<file path="src/rtl/spr_pkg.sv">
package spr_pkg;
  localparam int GRP_W  = 5;
  localparam int IDX_W  = 11;
  localparam int ADDR_W = GRP_W + IDX_W;
  localparam int DW     = 32;
  localparam int MAC_W  = 2 * DW;
  localparam int DOZE_BIT  = 4;
  localparam int SLEEP_BIT = 5;

  function automatic logic [ADDR_W-1:0] spr_num(int grp, int idx);
    return ADDR_W'((grp << IDX_W) + idx);
  endfunction

  localparam logic [ADDR_W-1:0] A_VBASE  = spr_num(0, 11);
  localparam logic [ADDR_W-1:0] A_STAT   = spr_num(0, 17);
  localparam logic [ADDR_W-1:0] A_EPC    = spr_num(0, 32);
  localparam logic [ADDR_W-1:0] A_EEA    = spr_num(0, 48);
  localparam logic [ADDR_W-1:0] A_ESTAT  = spr_num(0, 64);
  localparam logic [ADDR_W-1:0] A_COREID = spr_num(0, 128);
  localparam logic [ADDR_W-1:0] A_NCORES = spr_num(0, 129);
  localparam logic [ADDR_W-1:0] A_MACLO  = spr_num(5, 1);
  localparam logic [ADDR_W-1:0] A_MACHI  = spr_num(5, 2);
  localparam logic [ADDR_W-1:0] A_PWR    = spr_num(8, 0);
  localparam logic [ADDR_W-1:0] A_IMASK  = spr_num(9, 0);
  localparam logic [ADDR_W-1:0] A_ISTAT  = spr_num(9, 2);

  typedef enum logic [3:0] {
    SEL_NONE, SEL_VBASE, SEL_STAT, SEL_EPC, SEL_EEA, SEL_ESTAT,
    SEL_PWR, SEL_IMASK, SEL_MACLO, SEL_MACHI, SEL_ISTAT,
    SEL_COREID, SEL_NCORES
  } spr_sel_e;

  // plain read/write words, stored in a generated bank
  localparam int NPLAIN = 7;

  function automatic spr_sel_e plain_sel(int k);
    case (k)
      0:       return SEL_VBASE;
      1:       return SEL_STAT;
      2:       return SEL_EPC;
      3:       return SEL_EEA;
      4:       return SEL_ESTAT;
      5:       return SEL_PWR;
      default: return SEL_IMASK;
    endcase
  endfunction

  typedef struct packed {
    logic [DW-1:0]    vbase;
    logic [DW-1:0]    stat;
    logic [DW-1:0]    epc;
    logic [DW-1:0]    eea;
    logic [DW-1:0]    estat;
    logic [DW-1:0]    pwr;
    logic [DW-1:0]    imask;
    logic [MAC_W-1:0] mac;
    logic [DW-1:0]    istat;
  } spr_state_t;
endpackage

</file>
<file path="src/rtl/spr_addr_decode.sv">
module spr_addr_decode
  import spr_pkg::*;
(
  input  logic [ADDR_W-1:0] addr_i,
  output spr_sel_e          sel_o
);
  always_comb begin
    unique case (addr_i)
      A_VBASE:  sel_o = SEL_VBASE;
      A_STAT:   sel_o = SEL_STAT;
      A_EPC:    sel_o = SEL_EPC;
      A_EEA:    sel_o = SEL_EEA;
      A_ESTAT:  sel_o = SEL_ESTAT;
      A_COREID: sel_o = SEL_COREID;
      A_NCORES: sel_o = SEL_NCORES;
      A_MACLO:  sel_o = SEL_MACLO;
      A_MACHI:  sel_o = SEL_MACHI;
      A_PWR:    sel_o = SEL_PWR;
      A_IMASK:  sel_o = SEL_IMASK;
      A_ISTAT:  sel_o = SEL_ISTAT;
      default:  sel_o = SEL_NONE;
    endcase
  end
endmodule

</file>
<file path="src/rtl/spr_word_reg.sv">
module spr_word_reg #(
  parameter int W = 32
) (
  input  logic         clk_i,
  input  logic         rst_ni,
  input  logic         en_i,
  input  logic [W-1:0] d_i,
  output logic [W-1:0] q_o
);
  always_ff @(posedge clk_i or negedge rst_ni) begin
    if (!rst_ni)   q_o <= '0;
    else if (en_i) q_o <= d_i;
  end
endmodule

</file>
<file path="src/rtl/spr_reg_bank.sv">
module spr_reg_bank
  import spr_pkg::*;
(
  input  logic          clk_i,
  input  logic          rst_ni,
  input  logic          wr_en_i,
  input  spr_sel_e      sel_i,
  input  logic [DW-1:0] wdata_i,
  input  logic [DW-1:0] irq_set_i,
  output spr_state_t    st_o
);
  logic [DW-1:0]    plain_q [NPLAIN];
  logic [MAC_W-1:0] mac_q;
  logic [DW-1:0]    istat_q;

  for (genvar k = 0; k < NPLAIN; k++) begin : g_plain
    spr_word_reg #(.W(DW)) u_word (
      .clk_i  (clk_i),
      .rst_ni (rst_ni),
      .en_i   (wr_en_i && (sel_i == plain_sel(k))),
      .d_i    (wdata_i),
      .q_o    (plain_q[k])
    );
  end

  always_ff @(posedge clk_i or negedge rst_ni) begin
    if (!rst_ni) begin
      mac_q <= '0;
    end else if (wr_en_i) begin
      if (sel_i == SEL_MACLO) mac_q[DW-1:0]     <= wdata_i;
      if (sel_i == SEL_MACHI) mac_q[MAC_W-1:DW] <= wdata_i;
    end
  end

  // write-one-to-clear; new events win over a clear in the same cycle
  logic [DW-1:0] istat_clr;
  assign istat_clr = (wr_en_i && sel_i == SEL_ISTAT) ? wdata_i : '0;

  always_ff @(posedge clk_i or negedge rst_ni) begin
    if (!rst_ni) istat_q <= '0;
    else         istat_q <= (istat_q & ~istat_clr) | irq_set_i;
  end

  always_comb begin
    st_o.vbase = plain_q[0];
    st_o.stat  = plain_q[1];
    st_o.epc   = plain_q[2];
    st_o.eea   = plain_q[3];
    st_o.estat = plain_q[4];
    st_o.pwr   = plain_q[5];
    st_o.imask = plain_q[6];
    st_o.mac   = mac_q;
    st_o.istat = istat_q;
  end
endmodule

</file>
<file path="src/rtl/spr_halt_ctl.sv">
module spr_halt_ctl
  import spr_pkg::*;
#(
  parameter int PC_W = 32
) (
  input  logic            clk_i,
  input  logic            rst_ni,
  input  logic            pwr_wr_i,
  input  logic [DW-1:0]   wdata_i,
  input  logic [PC_W-1:0] pc_i,
  output logic            halt_o,
  output logic [PC_W-1:0] resume_pc_o
);
  localparam logic [PC_W-1:0] INSN_BYTES = PC_W'(4);

  logic req_halt;
  assign req_halt = pwr_wr_i && (wdata_i[DOZE_BIT] || wdata_i[SLEEP_BIT]);

  always_ff @(posedge clk_i or negedge rst_ni) begin
    if (!rst_ni) begin
      halt_o      <= 1'b0;
      resume_pc_o <= '0;
    end else begin
      halt_o <= req_halt;
      if (req_halt) resume_pc_o <= pc_i + INSN_BYTES;
    end
  end
endmodule

</file>
<file path="src/rtl/spr_access_unit.sv">
module spr_access_unit
  import spr_pkg::*;
#(
  parameter int CORE_ID   = 0,
  parameter int NUM_CORES = 1,
  parameter int PC_W      = 32
) (
  input  logic              clk_i,
  input  logic              rst_ni,
  input  logic [ADDR_W-1:0] addr_i,
  input  logic              wr_en_i,
  input  logic [DW-1:0]     wdata_i,
  input  logic [DW-1:0]     rd_dflt_i,
  input  logic [DW-1:0]     irq_set_i,
  input  logic [PC_W-1:0]   pc_i,
  output logic [DW-1:0]     rdata_o,
  output logic              halt_o,
  output logic [PC_W-1:0]   resume_pc_o
);
  spr_sel_e   sel;
  spr_state_t st;

  spr_addr_decode u_dec (
    .addr_i (addr_i),
    .sel_o  (sel)
  );

  spr_reg_bank u_bank (
    .clk_i     (clk_i),
    .rst_ni    (rst_ni),
    .wr_en_i   (wr_en_i),
    .sel_i     (sel),
    .wdata_i   (wdata_i),
    .irq_set_i (irq_set_i),
    .st_o      (st)
  );

  spr_halt_ctl #(.PC_W(PC_W)) u_halt (
    .clk_i       (clk_i),
    .rst_ni      (rst_ni),
    .pwr_wr_i    (wr_en_i && sel == SEL_PWR),
    .wdata_i     (wdata_i),
    .pc_i        (pc_i),
    .halt_o      (halt_o),
    .resume_pc_o (resume_pc_o)
  );

  always_comb begin
    unique case (sel)
      SEL_VBASE:  rdata_o = st.vbase;
      SEL_STAT:   rdata_o = st.stat;
      SEL_EPC:    rdata_o = st.epc;
      SEL_EEA:    rdata_o = st.eea;
      SEL_ESTAT:  rdata_o = st.estat;
      SEL_PWR:    rdata_o = st.pwr;
      SEL_IMASK:  rdata_o = st.imask;
      SEL_MACLO:  rdata_o = st.mac[DW-1:0];
      SEL_MACHI:  rdata_o = st.mac[MAC_W-1:DW];
      SEL_ISTAT:  rdata_o = st.istat;
      SEL_COREID: rdata_o = DW'(CORE_ID);
      SEL_NCORES: rdata_o = DW'(NUM_CORES);
      default:    rdata_o = rd_dflt_i;
    endcase
  end
endmodule

</file>
<file path="config.mk">
export PLATFORM = sky130hd
export DESIGN_NAME = spr_access_unit
export DESIGN_NICKNAME = d
export VERILOG_FILES = /design/src/rtl/spr_pkg.sv /design/src/rtl/spr_addr_decode.sv /design/src/rtl/spr_word_reg.sv /design/src/rtl/spr_reg_bank.sv /design/src/rtl/spr_halt_ctl.sv /design/src/rtl/spr_access_unit.sv
export SDC_FILE = /design/constraint.sdc
export NUM_CORES = 1
export LEC_CHECK = 0
export CORE_UTILIZATION = 58
export CTS_BUF_LIST = sky130_fd_sc_hd__clkbuf_16
export DETAILED_ROUTE_END_ITERATION = 7
export GPL_ROUTABILITY_DRIVEN = 0
export PLACE_DENSITY = 0.83
export SYNTH_ARGS = -nofsm -noshare
export SYNTH_HDL_FRONTEND = slang
export SYNTH_SLANG_ARGS = --single-unit
</file>
<file path="constraint.sdc">
create_clock -name clk_i -period 6.35 [get_ports clk_i]
set_clock_uncertainty 0.2 [all_clocks]
set_input_delay 1.5875 -clock clk_i [delete_from_list [all_inputs] [get_ports clk_i]]
set_output_delay 1.5875 -clock clk_i [all_outputs]
set_load 0.01 [all_outputs]
</file>
* Word level (Yosys, flattened, before mapping)
Index checks and enable logic that the tools add are counted.
** Storage, ports and cells
- Input bits :: 147
- Bits in registers :: 353
- Logic and storage cells :: 55
** Cells by class
- Multiplexer cells :: 3
- Eq/ne operators :: 24
- Bitwise gates (word level) :: 3
- Reduce and logical (&&, ||, !) cells :: 12
- Add/sub/neg operators :: 1
** Operators by type and width (number)
- $pmux 32 s12 :: 1
- $eq 16x15->1 const B :: 3
- $pmux 4 s12 :: 1
- $add 32x3->32 const B :: 1
- $and 32x32->32 :: 1
- $eq 16x14->1 const B :: 2
- $eq 16x6->1 const B :: 2
- $eq 16x8->1 const B :: 2
- $mux 32 :: 1
- $not 32->32 :: 1
- $or 32x32->32 :: 1
- $eq 4x4->1 const B :: 5
- $eq 16x4->1 const B :: 1
- $eq 16x5->1 const B :: 1
- $eq 16x7->1 const B :: 1
- $eq 4x3->1 const B :: 4
- $logic_and 1x1->1 :: 9
- $eq 4x2->1 const B :: 2
- $eq 4x1->1 const B :: 1
- $reduce_and 2->1 :: 2
- $logic_or 1x1->1 :: 1

* Longest topological paths before layout
Gate-level depths: netlist (run 1).
- Word-level depth :: 8
- Mapped depth :: 11

* By module
From an unflattened synthesis (run 1), not the netlist that was laid out.
** Second synthesis, totals
- Cells, all modules :: 1523
- Area, all modules :: 18794.3 um2
** By module, submodules not included
- spr_word_reg :: seq. area each 800.8 um2, cells each 68, area each 1345.0 um2, instances 7
- spr_reg_bank :: seq. area each 2402.3 um2, cells each 289, area each 3956.3 um2, instances 1
- spr_access_unit :: seq. area each 0.0 um2, cells each 510, area each 3368.2 um2, instances 1
- spr_halt_ctl :: seq. area each 825.8 um2, cells each 202, area each 1756.7 um2, instances 1
- spr_addr_decode :: seq. area each 0.0 um2, cells each 46, area each 297.8 um2, instances 1

* Least setup slack after synthesis (run 1)
Ideal clock, no wire load.
- Kind :: in2out
- Start :: in addr_i[0]
- End :: out rdata_o[10]
- Stages :: 9
- Path slack :: 812 ps
- Arrival :: 3751 ps
- Cell sequence :: buf_2 -> or4_4 -> or3_1 -> or3_1 -> clkbuf_1 -> buf_2 -> o221a_2 -> o211a_1 -> nor2_1
** On the way
- Longest elaborated chain between the ends :: 4
- Elaborated cells on any way between the ends :: 26
- Those cells by class :: eq/ne: 24; mux: 2
** RTL lines
- start: declaration :: line spr_access_unit.sv:10 : input logic [ADDR_W-1:0] addr_i,
- $eq 16x15->1 (tied with other cells) :: line spr_addr_decode.sv:8 : unique case (addr_i)
- $pmux 4 s12 * :: line spr_addr_decode.sv:8
- $eq 4x4->1 (tied with other cells) :: line spr_access_unit.sv:49 : unique case (sel)
- $pmux 32 s12 * :: line spr_access_unit.sv:49
- end: declaration :: line spr_access_unit.sv:16 : output logic [DW-1:0] rdata_o,
Every way passes the cells marked *; elsewhere a longest branch is shown, timed or not.

* Final worst setup path (run 1)
- Start :: in addr_i[15]
- End :: out rdata_o[24]
The elaborated chain is that of the path after synthesis.

==> flow_metrics.py, run 1 <==
metrics = {
    "critical_path": {
        "startpoint_type": "primary input",
        "r2r-end": "u_bank.g_plain[0].u_word.q_o[0]$_DFFE_PN0P_",
        "critPathArrivalTime_ps": 4600,
        "path_cells": "clkdlybuf4s50_1, or3_1, or2_4, buf_4, o21ai_4, buf_8, buf_6, a2bb2oi_2, o2111ai_2, o31a_1, clkdlybuf4s50_1",
        "slowest_delay_ps": 480,
        "cpMostUsedCell": "clkdlybuf4s50_1",
        "crit_family": "buffers and inverters",
        "worstRegToRegCells": 1,
        "reg2reg_from": "u_bank.g_plain[0].u_word.q_o[0]$_DFFE_PN0P_",
        "crit_buf_inv": 5,
        "worst_ep_required_time_ps": 4560,
        "crit_path_max_fanout": 9,
        "criticalPathCategory": "primary input to primary output",
        "cp_slowest_cell": "clkdlybuf4s50_1",
        "worstSetupEndpointType": "primary output",
        "setup.worst_path.start": "addr_i[15]",
        "rrSetupSlack_ps": 5310,
    },
    "final_layout": {
        "final_util_pct": 76.17,
        "nets": 1845,
        "layout-drive-gt1-share_pct": 31.71,
        "areaGrowthSynthToFinish_pct": 27.82,
        "instances_no_fill": 2111,
        "final_cell_mix": "353 x dfrtp_1, 288 x mux2_2, 181 x clkdlybuf4s50_1",
        "final_common_cell": "dfrtp_1",
    },
    "timing": {
        "fin_setup_tns_ps": -39.17,
        "period_needed_ps": 6389,
        "setup_ws_ps": -39.17,
        "final-max-slew-violation-count": 0,
        "max_slew_margin_pct": 38.00,
        "fmax_mhz": 156.5,
        "fin_crit_sh_pct": 100.6,
        "setup_viol": 1,
        "worst_pin_slew_ps": 927.4,
        "grt_setup_unrepaired": "yes",
        "finalHoldViolCount": 0,
    },
    "drt": {
        "avgViaCountPerCell": 6.630,
        "drc": 2,
        "drt_iter0_drc": 1647,
        "firstDrtPassIters": 8,
        "vias": 13995,
        "drt_wl_total_mm": 53.56,
        "ant_nets": 0,
        "wl_per_cell_um": 25.37,
    },
    "synth": {
        "ys_warn_count": 0,
        "synth_edf_count": 0,
        "synth_top_cells_by_area": "dfrtp_1 51%, mux2_2 19%, nand2_1 2.3%",
        "yosys.area.top_type_share_pct": 51.23,
        "synth_top_cell_by_area": "dfrtp_1",
        "synthesis.area_um2": 17240,
        "syn_avg_cell_area_um2": 11.91,
        "ys.flop_type": "dfrtp_1",
        "netlist_instances": 1448,
        "ys_seq_area_share_pct": 51.23,
        "syn_nets": 1596,
        "ys_types": 57,
        "async_reset_ff_share_pct": 100.0,
        "ys_ff_latch": 353,
    },
    "run": {
        "cap_violations": 0,
    },
    "place": {
        "port_buffers": 211,
        "dp_hpwl_mm": 32.73,
        "dp.cells": 2031,
        "pre_cts_ws_ps": -260.6,
    },
    "cts": {
        "insertion_delay_ps": 520,
        "root_buffer": "clkbuf_16",
        "cts_made_buffers": 37,
        "clock-sinks": 353,
        "clk_pin_slew_ps": 60,
        "clockBufferDepth": 3,
        "ctsHtreeMaxLevel": 2,
        "cts_tree": "yes",
    },
    "floorplanning": {
        "die_area_um2": 30420,
        "chipHeight_um": 174.4,
        "core_um2": 28940,
        "fp-row-count": 62,
        "io_pins": 212,
        "die_w_um": 174.4,
        "start_util_pct": 59.59,
    },
    "worst_hold_path": {
        "worstHoldPathCells": 1,
        "whs_endpoint": "u_bank.istat_q[14]$_DFF_PN0_",
        "hp-start": "u_bank.istat_q[14]$_DFF_PN0_",
        "min_path_type": "flop to flop",
    },
    "grt": {
        "globalRouteOverflowTotal": 0,
        "grt_pass1_wl_mm": 81.15,
        "grt_pass1_vias": 14475,
        "grt_usage_pct": 34.73,
        "antenna_found_initial": 2,
        "grt_start_max_net_pins": 166,
    },
    "pwr": {
        "ir_drop_mv": 0.1961,
        "p_leak_nw": 10.23,
        "p_per_area_nw_per_um2": 217.8,
    },
    "run_status": {
        "status": "complete, but fails checks",
        "violations": "design-rule violations, negative setup slack",
    },
}
## final cells by class
| class | count | area, µm² |
|---|---|---|
| Sequential cell | 353 | 8833 |
| Multi-Input combinational cell | 932 | 7845 |
| Fill cell | 1689 | 6897 |
| Timing Repair Buffer | 353 | 3556 |
| Clock buffer | 38 | 950.9 |
| Tap cell | 384 | 480.5 |
| Clock inverter | 29 | 292.8 |
| Inverter | 20 | 75.07 |
| Antenna cell | 2 | 5.005 |
## kinds of logic (layout without fill, tap and decap cells)
logic type,after synthesis,after routing,share of synthesized area (%)
XOR/XNOR,29,29,1.473
other,0,2,0
multiplexers,304,304,19.74
buffers and inverters,163,440,4.557
flip-flops,353,353,51.23
AO/OA/AOI/OAI,248,248,12.71
adder cells (fa/ha/maj),1,1,0.07256
AND/OR/NAND/NOR,350,350,10.21
## per-stage QoR
step / area (µm²) / power [mW] / hold slack, ps
after global routing: 22040 / 4.907 / 298.0
after floorplan: 17240 / 2.387 / 248.7
after CTS: 21800 / 4.794 / 282.3
after detailed placement: 20360 / 2.587 / 266.5
after global placement: 20360 / 2.582 / 253.7
final: 22040 / 4.801 / 278.9
## synth_stat cells, types with 17 or more instances
| cell | instances |
|---|---|
| buf_4 | 29 |
| nand4_1 | 25 |
| a22o_1 | 32 |
| o21ai_0 | 47 |
| inv_1 | 20 |
| nor3_1 | 41 |
| a32oi_1 | 17 |
| nand3_1 | 67 |
| a2bb2oi_1 | 19 |
| buf_1 | 20 |
| nand2_1 | 104 |
| dfrtp_1 | 353 |
| buf_2 | 22 |
| clkbuf_1 | 67 |
| xnor2_1 | 19 |
| nor2_1 | 51 |
| a222oi_1 | 17 |
| a21o_1 | 32 |
| mux2_2 | 288 |
## sequential cells by signal (all words and copies together), names as in the netlist
register,count
u_bank.g_plain.u_word.q_o,224
u_bank.istat_q,32
u_bank.mac_q,64
u_halt.halt_o,1
u_halt.resume_pc_o,32
## how the worst max path moves through the flow
stage             endpoint  slack, ps  cells past startpoint
2_1_floorplan  rdata_o[10]        810                      9
3_3_place_gp   rdata_o[16]       -180                     10
3_5_place_dp   rdata_o[17]       -260                      9
4_1_cts        rdata_o[19]        0.2                     11
5_1_grt        rdata_o[24]        -80                     11
6_report       rdata_o[24]        -40                     11
## routing by layer
| layer | routed length [µm] | vias up | share of wire (%) | global-route usage [%] |
|---|---|---|---|---|
| li1 | - | 5837 | - | - |
| met1 | 19660 | 6973 | 37 | 42.98 |
| met2 | 26080 | 932 | 49 | 57.57 |
| met3 | 4907 | 253 | 9.2 | 6.168 |
| met4 | 2916 | 0 | 5.4 | 19.63 |
| met5 | 0 | - | 0 | 0 |
## what timing repair did
action	in CTS	in global routing
hold buffers	0	0
setup buffers	6	3
resized for setup	30	46
gates cloned	1	1
endpoints found under the setup margin	32	26
pin swaps	4	8
## power breakdown
group | leakage (nW) | switching, mW | internal, mW | total, mW
logic | 4.83 | 0.160 | 0.141 | 0.301
registers | 4.77 | 0.000423 | 2.25 | 2.25
clock network | 0.630 | 0.918 | 1.33 | 2.25
total | 10.2 | 1.08 | 3.72 | 4.80
Note: power is estimated with default switching activity, not from simulation.
==> run 2: changes to the inputs <==
Settings changed: ABC_AREA set to 1.
==> flow_metrics.py, run 2 <==
metrics = {
    "run_status": {
        "status": "completed",
    },
    "synth": {
        "synth.most_common_cell": "nand2_1",
        "syn_avg_cell_area_um2": 8.049,
        "synth_top_cells_by_area": "dfrtp_1 54%, nand2_1 20%, o21ai_1 8.1%",
        "synthTopCellsByCount": "851 x nand2_1, 353 x dfrtp_1, 262 x o21ai_1",
        "yosys.area.top_type_share_pct": 54.27,
        "ys_types": 30,
        "netlist_instances": 2022,
        "synth_edf_count": 0,
        "synth_top_cell_by_area": "dfrtp_1",
        "ys_ff_latch": 353,
        "ys_seq_area_share_pct": 54.27,
        "ys.flop_type": "dfrtp_1",
        "ys_warn_count": 0,
        "syn_nets": 2170,
        "synthesis.area_um2": 16280,
        "async_reset_ff_share_pct": 100.0,
    },
    "critical_path": {
        "worstRegToRegCells": 2,
        "cpMostUsedCell": "nand2_1",
        "reg2reg_from": "u_bank.g_plain[5].u_word.q_o[29]$_DFFE_PN0P_",
        "criticalPathCategory": "primary input to primary output",
        "worstSetupEndpointType": "primary output",
        "rrSetupSlack_ps": 5340,
        "worst_ep_required_time_ps": 4560,
        "slowest_delay_ps": 570,
        "crit_buf_inv": 3,
        "cp_slowest_cell": "inv_2",
        "r2r-end": "u_bank.g_plain[5].u_word.q_o[29]$_DFFE_PN0P_",
        "startpoint_type": "primary input",
        "path_cells": "clkdlybuf4s50_1, nor2_1, nand2_2, nor2_2, nand2_1, inv_2, nand2_1, nand4_1, nor3_1, nand2_1, clkdlybuf4s50_1",
        "crit_family": "buffers and inverters",
        "crit_path_max_fanout": 33,
        "critPathArrivalTime_ps": 4180,
    },
    "cts": {
        "ctsHtreeMaxLevel": 2,
        "insertion_delay_ps": 510,
        "root_buffer": "clkbuf_16",
        "cts_tree": "yes",
        "cts_resized": 0,
        "clockBufferDepth": 3,
        "clk_pin_slew_ps": 60,
        "clock-sinks": 353,
        "postCtsSetupBuffers": 0,
        "cts_made_buffers": 38,
        "ctsHoldBuffers": 0,
    },
    "final_layout": {
        "reg_top3": "u_bank.g_plain.u_word.q_o: 224 flops, u_bank.mac_q: 64 flops",
        "layout-drive-gt1-share_pct": 5.618,
        "largest_register": "u_bank.g_plain.u_word.q_o",
        "final_cell_mix": "851 x nand2_1, 353 x dfrtp_1, 262 x o21ai_1",
        "final_common_cell": "nand2_1",
        "fillers": 2044,
        "areaGrowthSynthToFinish_pct": 21.82,
        "nets": 2345,
        "largest_reg_flops": 224,
        "n_antenna_cell": 0,
    },
    "worst_hold_path": {
        "worstHoldPathCells": 2,
        "whs_endpoint": "u_bank.istat_q[23]$_DFF_PN0_",
        "hp-start": "u_bank.istat_q[23]$_DFF_PN0_",
        "min_path_type": "flop to flop",
    },
    "timing": {
        "setup_viol": 0,
        "fmax_mhz": 167.5,
        "fin_setup_tns_ps": 0,
        "worst_pin_slew_ps": 1232,
        "setup_ws_ps": 381.2,
        "period_needed_ps": 5969,
        "grt_setup_unrepaired": "no",
        "finalHoldViolCount": 0,
        "fin_crit_sh_pct": 94.00,
        "max_slew_margin_pct": 17.58,
        "final-max-slew-violation-count": 0,
    },
    "pwr": {
        "p_sw_share_pct": 21.78,
        "switching_power_mw": 1.015,
        "pwr-share-clk_pct": 46.1,
        "p_per_area_nw_per_um2": 235.0,
        "sequentialPowerShare_pct": 48.3,
        "ir_drop_mv": 0.3279,
        "comb_power_share_pct": 5.5,
        "p_leak_nw": 9.211,
        "p_int_mw": 3.644,
    },
    "place": {
        "dp_hpwl_mm": 28.21,
        "port_buffers": 211,
        "pre_cts_ws_ps": 399.4,
    },
    "drt": {
        "wl_per_cell_um": 17.04,
        "drt_wl_total_mm": 44.25,
        "avgViaCountPerCell": 5.626,
        "drt_iter0_drc": 1504,
        "drc": 0,
        "vias": 14610,
        "ant_nets": 0,
        "firstDrtPassIters": 6,
    },
    "grt": {
        "grt_usage_pct": 31.69,
        "globalRouteOverflowTotal": 0,
        "antenna_found_initial": 0,
        "grt_start_max_net_pins": 164,
        "grt_pass1_wl_mm": 72.28,
        "grt_pass1_vias": 14173,
    },
    "floorplanning": {
        "die_area_um2": 28740,
        "io_pins": 212,
        "core_um2": 27250,
        "fp-row-count": 60,
        "start_util_pct": 59.72,
        "chipHeight_um": 169.5,
        "die_w_um": 169.5,
    },
    "run": {
        "cap_violations": 0,
    },
}
-- run 2: cell types whose count changed in the layout (fill, tap and decap cells not counted), moves of 25 or more --
cell             delta
inv_1              +72
a22o_1             -32
buf_4              -89
mux2_2            -288
nand3_1            -52
o21ai_0            +25
a21o_1             -32
o21ai_1           +260
nand2_1           +747
clkdlybuf4s50_1    +29
nand4_1            +80
-- run 2: worst max path at each step --
stage                     startpoint          end  slack (ps)  cells after the start
after global placement     addr_i[9]  rdata_o[30]         450                     12
after detailed placement   addr_i[6]   rdata_o[4]         400                     11
final                      addr_i[0]  rdata_o[21]         380                     11
after CTS                  addr_i[6]   rdata_o[4]         390                     11
after floorplan            addr_i[9]  rdata_o[12]        1940                     10
after global routing       addr_i[9]  rdata_o[17]         190                     12
-- run 2: cell families (layout without fill, tap and decap cells) --
logic type	after synthesis	in the layout	share of synthesized area [%]
buf+inv	208	411	5.558
simple gates	1103	1103	28.46
compound gates	333	333	10.34
fa+ha+maj	1	1	0.07686
xor+xnor	24	24	1.292
flops	353	353	54.27
-- run 2: cell type report --
class / count / area, µm² / area share [%]
Clock inverter: 29 / 234.0 / 1.180
Sequential cell: 353 / 8833 / 44.55
Multi-Input combinational cell: 1461 / 6551 / 33.04
Clock buffer: 39 / 975.9 / 4.922
Timing Repair Buffer: 238 / 2370 / 11.95
Inverter: 105 / 396.6 / 2.001
Tap cell: 372 / 465.4 / 2.348
-- run 2: metrics by stage --
step	hold slack [ps]	util [%]	std cells	area, µm²	power [mW]
final	282.4	72.75	2597	19830	4.659
after global routing	298.5	72.75	2597	19830	4.798
after CTS	283.5	72.75	2597	19830	4.676
after detailed placement	271.0	68.32	2529	18620	2.550
after global placement	261.6	68.32	2529	18620	2.546
after floorplan	250.1	-	2022	16280	2.362
-- run 2: power by group through the flow --
stage / clock [mW] / sequential, mW / combinational (mW)
2_1_floorplan: 0 / 2.29 / 0.0701
3_3_place_gp: 0 / 2.29 / 0.255
3_5_place_dp: 0 / 2.29 / 0.259
4_1_cts: 2.16 / 2.25 / 0.261
5_1_grt: 2.26 / 2.25 / 0.285
6_report: 2.15 / 2.25 / 0.258
-- run 2: worst register-to-register path: cells and delay by family (launching register included) --
family / cells / cell delay (ps)
AOI/OAI and AO/OA: 1 / 150
DFF: 1 / 400
and+or+nand+nor: 1 / 80
-- run 2: routing by layer --
layer | track usage [%] | wire [µm] | vias to the layer above
met5 | 0 | 0 | -
met2 | 53.69 | 21870 | 574
met4 | 9.988 | 1087 | 0
li1 | - | - | 6917
met3 | 4.011 | 2839 | 77
met1 | 42.69 | 18450 | 7042
